--- src/rtl/dpram_pkg.sv ---
package dpram_pkg;

  // Strobes handed from the control slice to the datapath.
  typedef struct packed {
    logic       aRead;
    logic       bRead;
    logic [1:0] bWrite;
  } memStrobe_t;

  // Number of registered tree levels selected by a stage mask.
  function automatic int stageCount(input logic [7:0] mask, input int levels);
    int n;
    n = 0;
    for (int l = 0; l < levels; l++) begin
      if (mask[l]) n++;
    end
    return n;
  endfunction

endpackage

--- src/rtl/dpram_ctrl.sv ---
module dpram_ctrl
  import dpram_pkg::*;
(
  input  logic       aRdEn,
  input  logic       bRdEn,
  input  logic [1:0] bWrEn,
  output memStrobe_t strobe
);

  always_comb begin
    strobe.aRead  = aRdEn;
    strobe.bRead  = bRdEn;
    strobe.bWrite = bWrEn;
  end

endmodule

--- src/rtl/ram_bank.sv ---
module ram_bank #(
  parameter int DATA_W = 18,
  parameter int DEPTH  = 8,
  localparam int AW    = $clog2(DEPTH),
  localparam int LO_W  = DATA_W / 2
) (
  input  logic              clk,
  input  logic              rstN,
  input  logic              aEn,
  input  logic [AW-1:0]     aAddr,
  output logic [DATA_W-1:0] aDout,
  input  logic              bEn,
  input  logic [1:0]        bWe,
  input  logic [AW-1:0]     bAddr,
  input  logic [DATA_W-1:0] bDin,
  output logic [DATA_W-1:0] bDout
);

  logic [DATA_W-1:0] mem [DEPTH];

  // Half-word writes; the read registers below sample the pre-write contents.
  always_ff @(posedge clk) begin
    if (bWe[0]) mem[bAddr][LO_W-1:0]      <= bDin[LO_W-1:0];
    if (bWe[1]) mem[bAddr][DATA_W-1:LO_W] <= bDin[DATA_W-1:LO_W];
  end

  always_ff @(posedge clk or negedge rstN) begin
    if (!rstN) begin
      aDout <= '0;
      bDout <= '0;
    end else begin
      if (aEn) aDout <= mem[aAddr];
      if (bEn) bDout <= mem[bAddr];
    end
  end

endmodule

--- src/rtl/mux_tree.sv ---
module mux_tree #(
  parameter int          LEAVES    = 16,
  parameter int          W         = 18,
  parameter int          TAG_W     = 1,
  parameter logic [7:0]  PIPE_MASK = 8'h00,
  localparam int SEL_BITS = $clog2(LEAVES),
  localparam int LVL4     = SEL_BITS / 2,
  localparam int NLVL     = LVL4 + (SEL_BITS % 2)
) (
  input  logic                      clk,
  input  logic                      rstN,
  input  logic [LEAVES*W-1:0]       leavesIn,
  input  logic [TAG_W+SEL_BITS-1:0] selIn,
  output logic [W-1:0]              dataOut,
  output logic [TAG_W-1:0]          tagOut
);

  for (genvar l = 0; l < NLVL; l++) begin : g_lvl
    localparam int BITS   = (l < LVL4) ? 2 : 1;
    localparam int IN_SW  = TAG_W + SEL_BITS - 2 * l;
    localparam int OUT_SW = IN_SW - BITS;
    localparam int CNT    = LEAVES >> (2 * l + BITS);

    logic [(CNT<<BITS)*W-1:0] dIn;
    logic [IN_SW-1:0]         sIn;
    logic [CNT*W-1:0]         dNext;
    logic [CNT*W-1:0]         levelData;
    logic [OUT_SW-1:0]        levelSel;

    if (l == 0) begin : g_src
      assign dIn = leavesIn;
      assign sIn = selIn;
    end else begin : g_src
      assign dIn = g_lvl[l-1].levelData;
      assign sIn = g_lvl[l-1].levelSel;
    end

    always_comb begin
      dNext = '0;
      for (int i = 0; i < CNT; i++) begin
        dNext[i*W +: W] = dIn[((i << BITS) + int'(sIn[BITS-1:0])) * W +: W];
      end
    end

    if (PIPE_MASK[l]) begin : g_reg
      always_ff @(posedge clk or negedge rstN) begin
        if (!rstN) begin
          levelData <= '0;
          levelSel  <= '0;
        end else begin
          levelData <= dNext;
          levelSel  <= sIn[IN_SW-1:BITS];
        end
      end
    end else begin : g_wire
      assign levelData = dNext;
      assign levelSel  = sIn[IN_SW-1:BITS];
    end
  end

  assign dataOut = g_lvl[NLVL-1].levelData;
  assign tagOut  = g_lvl[NLVL-1].levelSel;

endmodule

--- src/rtl/dpram_datapath.sv ---
module dpram_datapath
  import dpram_pkg::*;
#(
  parameter int         DATA_W     = 18,
  parameter int         BANK_DEPTH = 8,
  parameter int         NUM_BANKS  = 16,
  parameter logic [7:0] PIPE_MASK  = 8'h00,
  parameter bit         WIDE       = 1'b0,
  localparam int WORD_W = $clog2(BANK_DEPTH),
  localparam int BANK_W = $clog2(NUM_BANKS),
  localparam int ADDR_W = WORD_W + BANK_W
) (
  input  logic              clk,
  input  logic              rstN,
  input  memStrobe_t        strobe,
  input  logic [ADDR_W-1:0] aAddr,
  input  logic [ADDR_W-1:0] bAddr,
  input  logic [DATA_W-1:0] bWrData,
  output logic [DATA_W-1:0] aRdData,
  output logic              aRdValid,
  output logic [DATA_W-1:0] bRdData,
  output logic              bRdValid
);

  localparam int GROUPS = NUM_BANKS / 4;

  logic [ADDR_W-1:0]           portAddr [2];
  logic                        portEn   [2];
  logic [BANK_W-1:0]           bankIdx  [2];
  logic [WORD_W-1:0]           wordIdx  [2];
  logic [NUM_BANKS*DATA_W-1:0] leafA, leafB;
  logic [DATA_W-1:0]           rdData   [2];
  logic                        rdValid  [2];

  assign portAddr[0] = aAddr;
  assign portAddr[1] = bAddr;
  assign portEn[0]   = strobe.aRead;
  assign portEn[1]   = strobe.bRead;

  // Address decode: bank and word index per port.
  for (genvar p = 0; p < 2; p++) begin : g_dec
    if (WIDE) begin : g_wide
      assign bankIdx[p] = {portAddr[p][ADDR_W-1:WORD_W+2], portAddr[p][1:0]};
      assign wordIdx[p] = portAddr[p][WORD_W+1:2];
    end else begin : g_flat
      assign bankIdx[p] = portAddr[p][ADDR_W-1:WORD_W];
      assign wordIdx[p] = portAddr[p][WORD_W-1:0];
    end
  end

  for (genvar k = 0; k < NUM_BANKS; k++) begin : g_bank
    ram_bank #(.DATA_W(DATA_W), .DEPTH(BANK_DEPTH)) u_bank (
      .clk   (clk),
      .rstN  (rstN),
      .aEn   (strobe.aRead),
      .aAddr (wordIdx[0]),
      .aDout (leafA[k*DATA_W +: DATA_W]),
      .bEn   (strobe.bRead),
      .bWe   (strobe.bWrite & {2{bankIdx[1] == BANK_W'(k)}}),
      .bAddr (wordIdx[1]),
      .bDin  (bWrData),
      .bDout (leafB[k*DATA_W +: DATA_W])
    );
  end

  // Per-port read path: its own select/valid register and its own tree.
  for (genvar p = 0; p < 2; p++) begin : g_port
    logic [NUM_BANKS*DATA_W-1:0] leaves;
    logic [BANK_W-1:0]           selReg;
    logic                        valReg;

    assign leaves = (p == 0) ? leafA : leafB;

    always_ff @(posedge clk or negedge rstN) begin
      if (!rstN) begin
        selReg <= '0;
        valReg <= 1'b0;
      end else begin
        valReg <= portEn[p];
        if (portEn[p]) selReg <= bankIdx[p];
      end
    end

    if (WIDE) begin : g_wide
      logic [4*DATA_W-1:0] treeWord, wideWord;
      logic [2:0]          treeTag;
      logic [1:0]          wideLane;
      logic                wideValid;

      mux_tree #(.LEAVES(GROUPS), .W(4*DATA_W), .TAG_W(3), .PIPE_MASK(PIPE_MASK)) u_tree (
        .clk      (clk),
        .rstN     (rstN),
        .leavesIn (leaves),
        .selIn    ({valReg, selReg[1:0], selReg[BANK_W-1:2]}),
        .dataOut  (treeWord),
        .tagOut   (treeTag)
      );

      always_ff @(posedge clk or negedge rstN) begin
        if (!rstN) begin
          wideWord  <= '0;
          wideLane  <= '0;
          wideValid <= 1'b0;
        end else begin
          wideWord  <= treeWord;
          wideLane  <= treeTag[1:0];
          wideValid <= treeTag[2];
        end
      end

      assign rdData[p]  = wideWord[int'(wideLane)*DATA_W +: DATA_W];
      assign rdValid[p] = wideValid;
    end else begin : g_flat
      logic [0:0] treeTag;

      mux_tree #(.LEAVES(NUM_BANKS), .W(DATA_W), .TAG_W(1), .PIPE_MASK(PIPE_MASK)) u_tree (
        .clk      (clk),
        .rstN     (rstN),
        .leavesIn (leaves),
        .selIn    ({valReg, selReg}),
        .dataOut  (rdData[p]),
        .tagOut   (treeTag)
      );

      assign rdValid[p] = treeTag[0];
    end
  end

  assign aRdData  = rdData[0];
  assign aRdValid = rdValid[0];
  assign bRdData  = rdData[1];
  assign bRdValid = rdValid[1];

endmodule

--- src/rtl/banked_dpram.sv ---
module banked_dpram
  import dpram_pkg::*;
#(
  parameter int         DATA_W     = 18,
  parameter int         BANK_DEPTH = 8,
  parameter int         NUM_BANKS  = 16,
  parameter logic [7:0] PIPE_MASK  = 8'h00,
  parameter bit         WIDE       = 1'b0,
  localparam int ADDR_W = $clog2(BANK_DEPTH) + $clog2(NUM_BANKS)
) (
  input  logic              clk,
  input  logic              rstN,
  input  logic              aRdEn,
  input  logic [ADDR_W-1:0] aAddr,
  output logic [DATA_W-1:0] aRdData,
  output logic              aRdValid,
  input  logic              bRdEn,
  input  logic [1:0]        bWrEn,
  input  logic [ADDR_W-1:0] bAddr,
  input  logic [DATA_W-1:0] bWrData,
  output logic [DATA_W-1:0] bRdData,
  output logic              bRdValid
);

  memStrobe_t strobe;

  dpram_ctrl u_ctrl (
    .aRdEn  (aRdEn),
    .bRdEn  (bRdEn),
    .bWrEn  (bWrEn),
    .strobe (strobe)
  );

  dpram_datapath #(
    .DATA_W     (DATA_W),
    .BANK_DEPTH (BANK_DEPTH),
    .NUM_BANKS  (NUM_BANKS),
    .PIPE_MASK  (PIPE_MASK),
    .WIDE       (WIDE)
  ) u_dp (
    .clk      (clk),
    .rstN     (rstN),
    .strobe   (strobe),
    .aAddr    (aAddr),
    .bAddr    (bAddr),
    .bWrData  (bWrData),
    .aRdData  (aRdData),
    .aRdValid (aRdValid),
    .bRdData  (bRdData),
    .bRdValid (bRdValid)
  );

endmodule

--- config.mk ---
export PLATFORM = sky130hd
export DESIGN_NAME = banked_dpram
export DESIGN_NICKNAME = d
export VERILOG_FILES = /design/src/rtl/dpram_pkg.sv /design/src/rtl/dpram_ctrl.sv /design/src/rtl/ram_bank.sv /design/src/rtl/mux_tree.sv /design/src/rtl/dpram_datapath.sv /design/src/rtl/banked_dpram.sv
export SDC_FILE = /design/constraint.sdc
export NUM_CORES = 2
export LEC_CHECK = 0
export BUFFER_PORTS_ARGS = -buffer_cell sky130_fd_sc_hd__buf_2
export CAP_MARGIN = 20
export CORE_MARGIN = 5
export CORE_UTILIZATION = 25
export CTS_CLUSTER_SIZE = 24
export DETAILED_ROUTE_END_ITERATION = 8
export HOLD_SLACK_MARGIN = 0.03
export PLACE_DENSITY = 0.38
export RECOVER_POWER = 25
export SYNTH_ARGS = -nofsm -noshare
export SYNTH_HDL_FRONTEND = slang
export SYNTH_HIERARCHICAL = 1
export SYNTH_SLANG_ARGS = --single-unit
export TNS_END_PERCENT = 10
--- constraint.sdc ---
create_clock -name clk -period 2.2 [get_ports clk]
set_input_delay 0.55 -clock clk [delete_from_list [all_inputs] [get_ports clk]]
set_output_delay 0.55 -clock clk [all_outputs]
set_load 0.01 [all_outputs]
# Word-level counts from Yosys, hierarchy flattened
# Memories as Yosys holds them, arrays and structs flattened. A register that Yosys moved wholly into a read port is not among the register bits.
# Cells that the tools add are included.
[word_totals] mem_bits_ro=0 out_inout_bits=38 ff_bits=10 mem_count=16 ramBits=2304 latchBits=0
[memory_table] memory="u_dp.g_bank[0].u_bank.mem" depth=8 word_bits=18 rd=2 rd_clocked_by_memory_dff=2 write_ports=1 line_no="ram_bank.sv:19" source="logic [DATA_W-1:0] mem [DEPTH];"
[memory_table] memory="u_dp.g_bank[10].u_bank.mem" depth=8 word_bits=18 rd=2 rd_clocked_by_memory_dff=2 write_ports=1 line_no="ram_bank.sv:19"
[memory_table] memory="u_dp.g_bank[11].u_bank.mem" depth=8 word_bits=18 rd=2 rd_clocked_by_memory_dff=2 write_ports=1 line_no="ram_bank.sv:19"
[memory_table] memory="u_dp.g_bank[12].u_bank.mem" depth=8 word_bits=18 rd=2 rd_clocked_by_memory_dff=2 write_ports=1 line_no="ram_bank.sv:19"
[memory_table] memory="u_dp.g_bank[13].u_bank.mem" depth=8 word_bits=18 rd=2 rd_clocked_by_memory_dff=2 write_ports=1 line_no="ram_bank.sv:19"
[memory_table] memory="u_dp.g_bank[14].u_bank.mem" depth=8 word_bits=18 rd=2 rd_clocked_by_memory_dff=2 write_ports=1 line_no="ram_bank.sv:19"
[memory_table] memory="+10 memories"
[op_classes] bitwise_logic=16 div=0 add_sub_neg=6 n_lt_le_gt_ge=0 n_mul=10 shift=10 mux=64 n_reduce_logical=33 eq_ne=15
[op_table] op="indexed part select 288 x 11 -> 18 bit" n=4
[op_table] op="indexed part select 288 x 10 -> 18 bit" n=2
[op_table] op="indexed part select 288 x 8 -> 18 bit" n=2
[op_table] op="indexed part select 72 x 8 -> 18 bit" n=2
[op_table] op="2-to-1 mux 1 bit" n=64
[op_table] op="multiplier 5 x 4 -> 9 bit, second input constant" n=4
[op_table] op="bitwise AND 2 bit" n=16
[op_table] op="equality test 4 bit, second input constant" n=8
[op_table] op="logical NOT 1 bit" n=32
[op_table] op="multiplier 2 x 4 -> 6 bit, second input constant" n=4
[op_table] op="adder 4 x 2 -> 5 bit, first input constant" n=4
[op_table] op="equality test 4 x 3 -> 1 bit, second input constant" n=4
[op_table] op="multiplier 4 x 4 -> 8 bit, second input constant" n=2
[op_table] op="adder 3 x 2 -> 4 bit, first input constant" n=2
[op_table] op="equality test 4 x 2 -> 1 bit, second input constant" n=2
[op_table] op="equality test 4 x 1 -> 1 bit, second input constant" n=1
[op_table] op="logical NOT 4 bit" n=1

# Longest topological paths before layout
[depth] word_depth=4 mapped_depth=7 mapped_depth_nobuf=4

# By module
# The synthesis kept the hierarchy.
[modules_own_cells] mod="ram_bank (u_dp.g_bank[14].u_bank ...)" n_inst=11 seq_area_each_um2=5225.0 cells_per_inst=578 area_each_um2=8061.5
[modules_own_cells] mod="ram_bank (u_dp.g_bank[10].u_bank ...)" n_inst=3 seq_area_each_um2=5225.0 cells_per_inst=491 area_each_um2=7973.9
[modules_own_cells] mod="ram_bank (u_dp.g_bank[0].u_bank)" n_inst=1 seq_area_each_um2=5225.0 cells_per_inst=507 area_each_um2=8003.9
[modules_own_cells] mod="ram_bank (u_dp.g_bank[13].u_bank)" n_inst=1 seq_area_each_um2=5225.0 cells_per_inst=479 area_each_um2=7972.6
[modules_own_cells] mod="mux_tree" n_inst=2 seq_area_each_um2=0.0 cells_per_inst=154 area_each_um2=2212.1
[modules_own_cells] mod="dpram_datapath" n_inst=1 seq_area_each_um2=250.2 cells_per_inst=65 area_each_um2=561.8
[modules_own_cells] mod="dpram_ctrl" n_inst=1 seq_area_each_um2=0.0 cells_per_inst=4 area_each_um2=30.0

# Least setup slack after synthesis
# No wires, ideal clock.
[synth_path] path_kind="in2reg" startpoint="input port bWrEn[0]" endpoint="memory u_dp.g_bank[0].u_bank.mem[4][0], enable pin" arrival_ps=1696 setup_time_ps=374 n_path_buf=1 required_time_ps=1826 slack_ps=130 path_stages=5 path_cell_list="buf_4 -> or3b_4 -> nor2_1 -> nand2_1 -> nor2_1"
[synth_via] elab_chain_len=3
[synth_lines] item="from (decl)" line_no="banked_dpram.sv:18" source="input logic [1:0] bWrEn,"
[synth_lines] item="bitwise AND 2 bit" line_no="dpram_datapath.sv:59" source=".bWe (strobe.bWrite & {2{bankIdx[1] == BANK_W'(k)}}),"
[synth_lines] item="2-to-1 mux 1 bit" line_no="ram_bank.sv:23" source="if (bWe[0]) mem[bAddr][LO_W-1:0] <= bDin[LO_W-1:0];"
[synth_lines] item="2-to-1 mux 1 bit (implied by the code)" line_no="ram_bank.sv:23"
[synth_lines] item="to (decl)" line_no="ram_bank.sv:19"
# Every way passes these cells.

# Final worst setup path
[layout_path] startpoint="register u_dp.g_port[1].selReg[0]" endpoint="output port bRdData[1]"
[layout_via] elab_chain_len=4
[layout_lines] item="from (decl)" line_no="dpram_datapath.sv:69" source="logic [BANK_W-1:0] selReg;"
[layout_lines] item="from (signal assigned)" line_no="dpram_datapath.sv:80" source="if (portEn[p]) selReg <= bankIdx[p];"
[layout_lines] item="adder 4 x 2 -> 5 bit / adder 3 x 2 -> 4 bit (equally long branches)" line_no="mux_tree.sv:41" source="dNext[i*W +: W] = dIn[((i << BITS) + int'(sIn[BITS-1:0])) * W +: W];"
[layout_lines] item="multiplier 5 x 4 -> 9 bit / multiplier 4 x 4 -> 8 bit (equally long branches)" line_no="mux_tree.sv:41"
[layout_lines] item="indexed part select 288 x 11 -> 18 bit / indexed part select 288 x 10 -> 18 bit (equally long branches)" line_no="mux_tree.sv:41"
[layout_lines] item="indexed part select 72 x 8 -> 18 bit (*)" line_no="mux_tree.sv:41"
[layout_lines] item="to (decl)" line_no="banked_dpram.sv:21" source="output logic [DATA_W-1:0] bRdData,"
# Mark *: on every way between the ends. The rest lies on a longest branch, timed or not.

==> impl_metrics.toml <==
[yosys]
syn_area_um2 = 133600
yosysWarnings = 6
yosys.area.top_type = "edfxtp_1"
syn_avg_cell_area_um2 = 14.53
ys_seq_area_share_pct = 62.77
ys_top_cells_by_count = "edfxtp_1, mux2i_1, nor2_1, a22oi_1, dfrtp_1"
async_reset_ff_share_pct = 20.28
synth_cells = 9194
synth_top_area_share_pct = 51.79
synth-seq-cells = 2890
ys_types = 60
syn_nets = 9232
synthFlopType = "edfxtp_1"
yosysMostFrequentCell = "edfxtp_1"
yosys-top-cells-area = "edfxtp_1, dfrtp_1, mux2i_1"
synth_edf_count = 2304

[sta]
finalSetupViolations = 623
max_freq_mhz = 255.2
rsz0062_at_grt = "yes"
fin_setup_tns_ns = -126.43
drv_slew = 159
fin_crit_sh_pct = 178.1
fin_skew_ns = 0.04961
relSlewSlack_pct = -30.35
min_period_ns = 3.918
hold_viol = 0
setup_ws_ns = -1.718
worstMarginPinSlew_ns = 1.955

[power]
leakage_nw = 62.01
p_int_w = 0.1022
comb_power_share_pct = 12.4
clkPwrFrac_pct = 42.4
power.switching_w = 0.03713
fin_total_pwr_w = 0.1393
power_density_nw_per_um2 = 831.7
pwr-share-seq_pct = 45.2
vdd_drop_max_uv = 584.2
p_sw_share_pct = 26.65

[run_status]
violations = "capacitance limit, slew limit, setup timing"
outcome = "complete, but fails checks"

[grt]
track_usage_pct = 20.62
grt.overflow.total = 0
grt_max_degree = 119
grt_pass1_vias = 93290
grt_pass1_wl_um = 800200
antenna_found_initial = 69

[worst_setup_path]
required_ns = 1.65
crit_top_cell = "buf_6"
crit_arrival_ns = 3.37
worstPathCellList = "buf_12 -> buf_6 -> mux4_2 -> a22oi_2 -> buf_4 -> nand2_8 -> buf_6"
max_stage_delay_ns = 0.53
cp-start-kind = "register"
reg2reg_slack_ns = 0.45
end_kind = "output pin"
crit_path_top_delay_cell = "dfrtp_4"
path_class = "reg -> out"
cp_max_fo = 6

[clock_tree]
numCtsBuffers = 343
clock_path_buffers = 4
cts_tree = "yes"
cts_root_buffer = "clkbuf_16"
insertion_delay_ns = 0.97
cts.sink_count = 2890
clk_pin_slew_ns = 0.06
htree_levels = 5

[die]
die_h_um = 741
io_pins = 76
die_area_um2 = 549100
row_count = 268
core_area_um2 = 532800
start_util_pct = 25.07
die_w_um = 741

[drt]
drt-total-wl_um = 586000
drt-initial-drc-count = 10020
vias = 92470
via_per_inst = 5.195
drc = 0
first_pass_iters = 5
antenna_left = 0
wl_per_cell_um = 32.92

[place]
port-buffer-count = 75
gp_congestion = 0.8994
pre_cts_ws_ns = -1.085
hpwl_um = 425100

[flow_run]
maxCapViolations = 7

[finish]
final_layout_size_suffix_gt1_share_pct = 24.61
area_growth_pct = 25.41
nNetsFinal = 10500
fin_util_pct = 31.44

[worst_hold_path]
hp-class = "in -> reg"
-- power by group through the flow --
stage / registers, W / clock network [W] / logic, W
4_1_cts: 0.0629 / 0.0606 / 0.0172
5_1_grt: 0.0629 / 0.0629 / 0.0181
3_3_place_gp: 0.0641 / 0 / 0.0167
3_5_place_dp: 0.0640 / 0 / 0.0166
2_1_floorplan: 0.0621 / 0 / 0.00764
6_report: 0.0629 / 0.0591 / 0.0173
-- sequential cells by signal, summed over array words and instances (netlist names) --
register                  cells
u_dp/g_port.valReg            2
u_dp/g_bank.u_bank/aDout    288
u_dp/g_bank.u_bank/bDout    288
u_dp/g_bank.u_bank/mem     2304
u_dp/g_port.selReg            8
-- cells by family (layout without fill, tap and decap cells) --
family	count (synthesis)	after routing	synth area share, %
AO/OA/AOI/OAI	2279	2279	12.51
buffers and inverters	968	2535	4.234
flip-flops	2890	2890	62.77
multiplexers	1645	1645	15.67
other	0	18	0
AND/OR/NAND/NOR	1412	1412	4.818
-- layout by cell type (no fill, tap or decap), drive strengths merged, types with 12 or more instances in the layout --
cell type / netlist / layout
edfxtp: 2304 / 2304
mux4: 336 / 336
nand3: 212 / 212
or2: 25 / 25
a21oi: 200 / 200
and2: 60 / 60
mux2: 36 / 36
bufinv: 0 / 35
clkbuf: 126 / 498
nand2: 199 / 199
o21ai: 226 / 226
dlygate4sd3: 0 / 24
nand2b: 45 / 45
o2bb2ai: 64 / 64
clkinvlp: 0 / 14
o32a: 12 / 12
clkinv: 3 / 134
o211ai: 26 / 26
a21o: 188 / 188
nor2: 803 / 803
nor2b: 52 / 52
a2bb2oi: 201 / 201
a31oi: 248 / 248
buf: 601 / 1577
dfrtp: 586 / 586
a22o: 134 / 134
o22a: 13 / 13
a22oi: 633 / 633
inv: 238 / 252
o21a: 13 / 13
a221oi: 251 / 251
diode: 0 / 18
o221ai: 14 / 14
mux2i: 1273 / 1273
a221o: 29 / 29
-- per-layer routing --
layer,GRT usage (%),vias to the layer above,part of all wire [%]
met4,7.975,26,4.2
met5,0,-,0.030
met2,33.10,3724,46
li1,-,39040,-
met1,27.96,48880,43
met3,3.208,797,6.5
-- path summary, 6_finish.rpt --
check	startpoint	to	cells after the start
max	u_dp/g_port[1].selReg[0]	bRdData[1]	7
min	aAddr[5]	u_dp/g_port[0].selReg[2]	2
max reg2reg	u_dp/g_bank[10].u_bank/mem[6][2]	u_dp/g_bank[10].u_bank/aDout[2]	4
min reg2reg	u_dp/g_bank[13].u_bank/bDout[10]	u_dp/g_bank[13].u_bank/bDout[10]	1
min in group asynchronous	rstN	u_dp/g_bank[5].u_bank/bDout[7]	3
max in group asynchronous	rstN	u_dp/g_bank[14].u_bank/bDout[5]	3
-- final cells by class --
type | instances | area, um2
fill | 52460 | 365300
clock buffer | 448 | 9534
timing repair buffer | 1652 | 17930
tap | 7020 | 8783
inverter | 241 | 904.6
clock inverter | 194 | 1994
antenna | 18 | 45.04
multi-input combinational | 5336 | 44470
sequential | 2890 | 83870
-- repair_timing --
| item | 4_1_cts | 5_1_grt |
|---|---|---|
| hold buffers | 24 | 0 |
| gates resized for setup | 130 | 56 |
| hold endpoints to repair | 594 | 0 |
| pin swaps | 12 | 10 |
| setup buffers | 14 | 4 |
| cloned | 3 | 1 |
| setup endpoints to repair | 44 | 45 |
-- stage by stage --
step	cell area (um2)	hold slack, ns	std cells
CTS	167700	0.04722	17780
global route	167500	0.1321	17780
detailed placement	155300	0.4732	17090
global placement	155200	0.4827	17090
finish	167500	0.1636	17800
floorplan	133600	0.2544	9194
-- critical path: cells and delay by family, from the launching register on --
family / cells / cell delay, ns
and+or+nand+nor: 1 / 0.08
muxes: 1 / 0.51
buffers and inverters: 4 / 0.72
AOI/OAI and AO/OA: 1 / 0.52
DFF: 1 / 0.53
(Power assumes the default switching activity.)
